## src/rtl/cassette_regs_pkg.sv

```systemverilog
package cassette_regs_pkg;
  parameter int unsigned WORD_W = 16;
  parameter int unsigned BYTE_W = 8;
  parameter int unsigned FUNC_W = 3;
  parameter int unsigned UNIT_W = 1;
  parameter int unsigned STS_W  = 7;

  localparam int unsigned LANES   = WORD_W / BYTE_W;
  localparam int unsigned ERR_B   = 15;
  localparam int unsigned TIM_B   = 10;
  localparam int unsigned STS_LO  = 9;
  localparam int unsigned UNIT_LO = 8;
  localparam int unsigned TR_B    = 7;
  localparam int unsigned IE_B    = 6;
  localparam int unsigned RDY_B   = 5;
  localparam int unsigned SEQ_B   = 4;
  localparam int unsigned FUNC_LO = 1;
  localparam int unsigned GO_B    = 0;

  localparam logic [WORD_W-1:0] WR_MASK   = 16'h015E;
  localparam logic [WORD_W-1:0] START_CLR = 16'hFEA0;

  typedef struct packed {
    logic csWrite;
    logic goAccept;
    logic outLoad;
    logic trTake;
    logic clrIn;
    logic clrOut;
  } strobe_t;
endpackage

```

## src/rtl/cassette_regs_ctrl.sv

```systemverilog
module cassette_regs_ctrl
  import cassette_regs_pkg::*;
(
  input  logic              busWrite,
  input  logic              busRead,
  input  logic              busAddr,
  input  logic [LANES-1:0]  busByteEn,
  input  logic              goBit,
  input  logic [FUNC_W-1:0] funcBits,
  input  logic              engBusy,
  output strobe_t           strb
);
  logic ctrlWr, dataWr, dataRd, isWriteFunc;

  always_comb begin
    ctrlWr      = busWrite && !busAddr;
    dataWr      = busWrite && busAddr && busByteEn[0];
    dataRd      = busRead && busAddr;
    isWriteFunc = (funcBits >> 1) == '0;
    strb.csWrite  = ctrlWr;
    strb.goAccept = ctrlWr && busByteEn[0] && goBit && !engBusy;
    strb.outLoad  = dataWr;
    strb.trTake   = dataWr || dataRd;
    strb.clrIn    = strb.goAccept && !isWriteFunc;
    strb.clrOut   = strb.goAccept && isWriteFunc;
  end
endmodule

```

## src/rtl/cassette_regs_dp.sv

```systemverilog
module cassette_regs_dp
  import cassette_regs_pkg::*;
(
  input  logic              clk,
  input  logic              rst,
  input  strobe_t           strb,
  input  logic [LANES-1:0]  busByteEn,
  input  logic [WORD_W-1:0] busWData,
  input  logic [STS_W-1:0]  engStatusSet,
  input  logic              engReadySet,
  input  logic              engXferReq,
  input  logic              engDataLoad,
  input  logic [BYTE_W-1:0] engData,
  output logic [WORD_W-1:0] csState,
  output logic [BYTE_W-1:0] inBuf,
  output logic [BYTE_W-1:0] outBuf,
  output logic              goPulse,
  output logic [FUNC_W-1:0] goFunc,
  output logic [UNIT_W-1:0] goUnit,
  output logic              intReq
);
  logic [WORD_W-1:0] merged, csNext;
  logic [BYTE_W-1:0] inNext, outNext;

  generate
    for (genvar ln = 0; ln < LANES; ln++) begin : g_lane
      assign merged[ln*BYTE_W +: BYTE_W] = busByteEn[ln] ? busWData[ln*BYTE_W +: BYTE_W]
                                                         : csState[ln*BYTE_W +: BYTE_W];
    end
  endgenerate

  always_comb begin
    csNext = csState;
    if (strb.csWrite)
      csNext = (csState & ~WR_MASK) | (merged & WR_MASK);
    if (strb.goAccept)
      csNext = csNext & ~START_CLR;
    if (strb.trTake)
      csNext[TR_B] = 1'b0;
    csNext[STS_LO +: STS_W] = csNext[STS_LO +: STS_W] | engStatusSet;
    if (engReadySet)
      csNext[RDY_B] = 1'b1;
    if (engXferReq) begin
      if (csNext[TR_B]) begin
        csNext[ERR_B] = 1'b1;
        csNext[TIM_B] = 1'b1;
      end else begin
        csNext[TR_B] = 1'b1;
      end
    end
    if (strb.csWrite && csNext[SEQ_B])
      csNext[TR_B] = 1'b0;
    csNext[GO_B] = 1'b0;

    inNext = inBuf;
    if (strb.clrIn)  inNext = '0;
    if (engDataLoad) inNext = engData;

    outNext = outBuf;
    if (strb.clrOut)  outNext = '0;
    if (strb.outLoad) outNext = busWData[BYTE_W-1:0];
  end

  always_ff @(posedge clk) begin
    if (rst) begin
      csState <= '0;
      inBuf   <= '0;
      outBuf  <= '0;
      goPulse <= 1'b0;
      goFunc  <= '0;
      goUnit  <= '0;
      intReq  <= 1'b0;
    end else begin
      csState <= csNext;
      inBuf   <= inNext;
      outBuf  <= outNext;
      goPulse <= strb.goAccept;
      if (strb.goAccept) begin
        goFunc <= csNext[FUNC_LO +: FUNC_W];
        goUnit <= csNext[UNIT_LO +: UNIT_W];
      end
      intReq <= csNext[IE_B] && (csNext[TR_B] || csNext[RDY_B]);
    end
  end
endmodule

```

## src/rtl/cassette_regs.sv

```systemverilog
module cassette_regs
  import cassette_regs_pkg::*;
(
  input  logic              clk,
  input  logic              rst,
  input  logic              busWrite,
  input  logic              busRead,
  input  logic              busAddr,
  input  logic [1:0]        busByteEn,
  input  logic [15:0]       busWData,
  output logic [15:0]       busRData,
  input  logic              engBusy,
  input  logic [6:0]        engStatusSet,
  input  logic              engReadySet,
  input  logic              engXferReq,
  input  logic              engDataLoad,
  input  logic [7:0]        engData,
  output logic [7:0]        outBuf,
  output logic              goPulse,
  output logic [2:0]        goFunc,
  output logic              goUnit,
  output logic              intReq
);
  strobe_t           strb;
  logic [WORD_W-1:0] csState;
  logic [BYTE_W-1:0] inBuf;

  cassette_regs_ctrl u_ctrl (
    .busWrite  (busWrite),
    .busRead   (busRead),
    .busAddr   (busAddr),
    .busByteEn (busByteEn),
    .goBit     (busWData[GO_B]),
    .funcBits  (busWData[FUNC_LO +: FUNC_W]),
    .engBusy   (engBusy),
    .strb      (strb)
  );

  cassette_regs_dp u_dp (
    .clk          (clk),
    .rst          (rst),
    .strb         (strb),
    .busByteEn    (busByteEn),
    .busWData     (busWData),
    .engStatusSet (engStatusSet),
    .engReadySet  (engReadySet),
    .engXferReq   (engXferReq),
    .engDataLoad  (engDataLoad),
    .engData      (engData),
    .csState      (csState),
    .inBuf        (inBuf),
    .outBuf       (outBuf),
    .goPulse      (goPulse),
    .goFunc       (goFunc),
    .goUnit       (goUnit),
    .intReq       (intReq)
  );

  assign busRData = busAddr ? {{(WORD_W-BYTE_W){1'b0}}, inBuf} : csState;
endmodule

```

## config.mk

```make
export PLATFORM = sky130hd
export DESIGN_NAME = cassette_regs
export DESIGN_NICKNAME = d
export VERILOG_FILES = /design/src/rtl/cassette_regs_pkg.sv /design/src/rtl/cassette_regs_ctrl.sv /design/src/rtl/cassette_regs_dp.sv /design/src/rtl/cassette_regs.sv
export SDC_FILE = /design/constraint.sdc
export NUM_CORES = 1
export LEC_CHECK = 0
export ABC_CLOCK_PERIOD_IN_PS = 1390
export BUFFER_PORTS_ARGS = -buffer_cell sky130_fd_sc_hd__buf_2
export CORE_ASPECT_RATIO = 0.9
export CORE_MARGIN = 2
export CORE_UTILIZATION = 40
export DETAILED_ROUTE_END_ITERATION = 6
export MAX_ROUTING_LAYER = met4
export PLACE_DENSITY = 0.7
export SLEW_MARGIN = 15
export SYNTH_ARGS = -nofsm -noshare
export SYNTH_HDL_FRONTEND = slang
export SYNTH_SLANG_ARGS = --single-unit
```

## constraint.sdc

```tcl
create_clock -name clk -period 1.39 [get_ports clk]
set_clock_uncertainty 0.2 [all_clocks]
set_input_delay 0.0695 -clock clk [delete_from_list [all_inputs] [get_ports clk]]
set_output_delay 0.0695 -clock clk [all_outputs]
set_load 0.01 [all_outputs]
```

==> flow_summary.json <==
{
  "criticalPathCategory": "reg -> reg",
  "chipWidth_um": 69.8,
  "synth_cell_types": 31,
  "required_ps": 1420,
  "slowest_stage": "dfxtp_2",
  "numPortBuffers": 64,
  "drt_pass1_iterations": 4,
  "vias": 1559,
  "synth.avg_cell_area_um2": 9.06,
  "core-area_mm2": 0.00373,
  "crit_arrival_ps": 1380,
  "worst_pin_slew_ps": 392,
  "ys_seq_area_share_pct": 47.5,
  "drcViolationCount": 0,
  "worstPathMaxFanout": 3,
  "fin_tns_setup_ps": 0,
  "synth_edf_count": 0,
  "grt_pass1_wl_mm": 6.85,
  "fin_crit_ps": 1350,
  "num_antenna_cells": 0,
  "numCtsBuffers": 5,
  "vias_per_cell": 4.77,
  "drive_above_1_share_pct": 36.7,
  "cap_violations": 0,
  "syn_nets": 214,
  "yosysTopAreaCellShare_pct": 47.5,
  "grt.total_usage_pct": 20.6,
  "yosysMostFrequentCell": "dfxtp_1",
  "period_share_pct": 97.1,
  "rsz0062_at_grt": "true",
  "cts_htree_levels": 2,
  "clock_latency_ps": 290,
  "p_per_area_mw_per_mm2": 926,
  "timing.slew.headroom_pct": 73.9,
  "die_y_um": 63.2,
  "ys_warn_count": 0,
  "cts_tree": "yes",
  "fillers": 329,
  "grt_max_degree": 17,
  "clock_sinks": 37,
  "syn_inst": 172,
  "timing.final.hold_violations": 0,
  "overflow": 0,
  "final_nets": 322,
  "leakagePower_nw": 1.16,
  "synth_seq_cells": 37,
  "synthArstFlopShare_pct": 0,
  "power_mw": 2.24,
  "yosysTopAreaCell": "dfxtp_1",
  "area_delta_synth_final_pct": 55.1,
  "antenna_left": 0,
  "clock-root-buffer": "clkbuf_8",
  "seqCellArea_um2": 743,
  "hp-class": "in -> reg",
  "detail_route.wl_per_cell_um": 13.3,
  "cp-start-kind": "register",
  "max-vdd-ir-drop_uv": 645,
  "dieArea_mm2": 0.00441,
  "path_cells": "mux2_2 > a222oi_1 > nor2b_1",
  "netlist_top_cells_count": "dfxtp_1 (37), a21oi_1 (23), nor2_1 (20)",
  "row_count": 21,
  "start_util_pct": 41.8,
  "cts_buffer_depth": 2,
  "antenna_found_initial": 0,
  "drt_wl_total_mm": 4.36,
  "fmax_mhz": 741,
  "clk_pin_slew_ps": 70,
  "synth-main-ff-cell": "dfxtp_1",
  "place_congestion": 0.754,
  "end_kind": "register",
  "critPathMaxStageDelay_ps": 340,
  "status": "completed",
  "setup_viol": 0,
  "syn_area_mm2": 0.00156,
  "drt_iter0_markers": 51,
  "hpwlAfterDp_mm": 2.82,
  "grt_pass1_vias": 1532,
  "slew_viol_final": 0,
  "multi_input_area_um2": 758,
  "io_pins": 72,
  "synth_area_leaders": "dfxtp_1 (48%), a21oi_1 (7.4%), mux2_2 (5.8%)"
}
[cells in the final DEF, fill, tap and decap left out, types with 2 or more instances in the layout]
cell,count
clkbuf_8,5
buf_2,62
a21oi_1,18
nor2_1,20
clkbuf_1,3
a211oi_1,5
buf_6,2
nand2_1,16
dfxtp_2,2
dlymetal6s4s_1,2
mux2_4,2
buf_4,15
mux2_2,6
inv_1,5
mux2i_1,6
nor2b_1,10
dlygate4sd3_1,29
nand3b_1,9
nand3_1,7
o21ai_0,4
dfxtp_1,35
a21oi_2,5
[cell type report]
| type | instances | area share, % |
|---|---|---|
| Timing Repair Buffer | 110 | 31.5 |
| Multi-Input combinational cell | 121 | 31.4 |
| Tap cell | 46 | 2.38 |
| Clock buffer | 8 | 3.31 |
| Sequential cell | 37 | 30.7 |
| Inverter | 5 | 0.776 |
[registers in the layout (all words and copies together) (netlist names)]
register      count
u_dp.intReq       1
u_dp.csState     15
u_dp.goPulse      1
u_dp.outBuf       8
u_dp.inBuf        8
u_dp.goUnit       1
u_dp.goFunc       3
[critical path, delay by kind of cell, from the launching register on]
family,cells,cell delay (ps)
mux,1,260
simple gates,1,170
compound gates,1,320
flops,1,340
[per-stage QoR]
stage               setup WS [ps]  cells  hold WS, ps  util [%]  cell area, um^2
global placement            -89.1    290         77.8      53.5             2000
floorplan                    87.6    172        -13.1         -             1560
finish                       39.6    327         9.10      64.8             2420
global route                -26.5    327         25.4      64.8             2420
CTS                          21.1    329         8.42      64.7             2410
detailed placement           -103    290         84.6      53.5             2000
[what timing repair did]
action                                  4_1_cts  5_1_grt
hold buffers                                 33        2
cloned                                        0        0
resized for setup                             6        7
buffers inserted                              0        0
pin swaps                                     0        1
endpoints found under the hold margin        36        3
endpoints found under the setup margin        2        8
[kinds of logic (layout without fill, tap and decap cells)]
group                  count (synthesis)  count (layout)  synth area share (%)
and+or+nand+nor                       70              70                  23.5
AOI/OAI and AO/OA                     37              37                  13.8
DFF                                   37              37                  47.5
muxes                                 14              14                  9.63
buffers and inverters                 14             123                  5.54
[power breakdown]
part	internal [mW]	switching, mW
logic	0.217	0.169
registers	1.11	0.0239
clock network	0.356	0.364
[final timing paths]
path	from	slack, ps	cells past startpoint	to
max	u_dp.csState[4]	40	3	u_dp.csState[7]
min	busWData[3]	9	4	u_dp.csState[3]
max reg2reg	u_dp.csState[4]	40	3	u_dp.csState[7]
min reg2reg	u_dp.outBuf[1]	270	2	u_dp.outBuf[1]
[metal layers]
metal / part of all wire [%] / up-vias / GRT usage [%]
li1: - / 810 / -
met1: 44 / 702 / 22.7
met2: 49 / 40 / 35.2
met3: 4.4 / 7 / 4.80
met4: 2.2 / 0 / 9.62
met5: 0 / - / -
No activity file was read; power rests on OpenSTA's default activity.
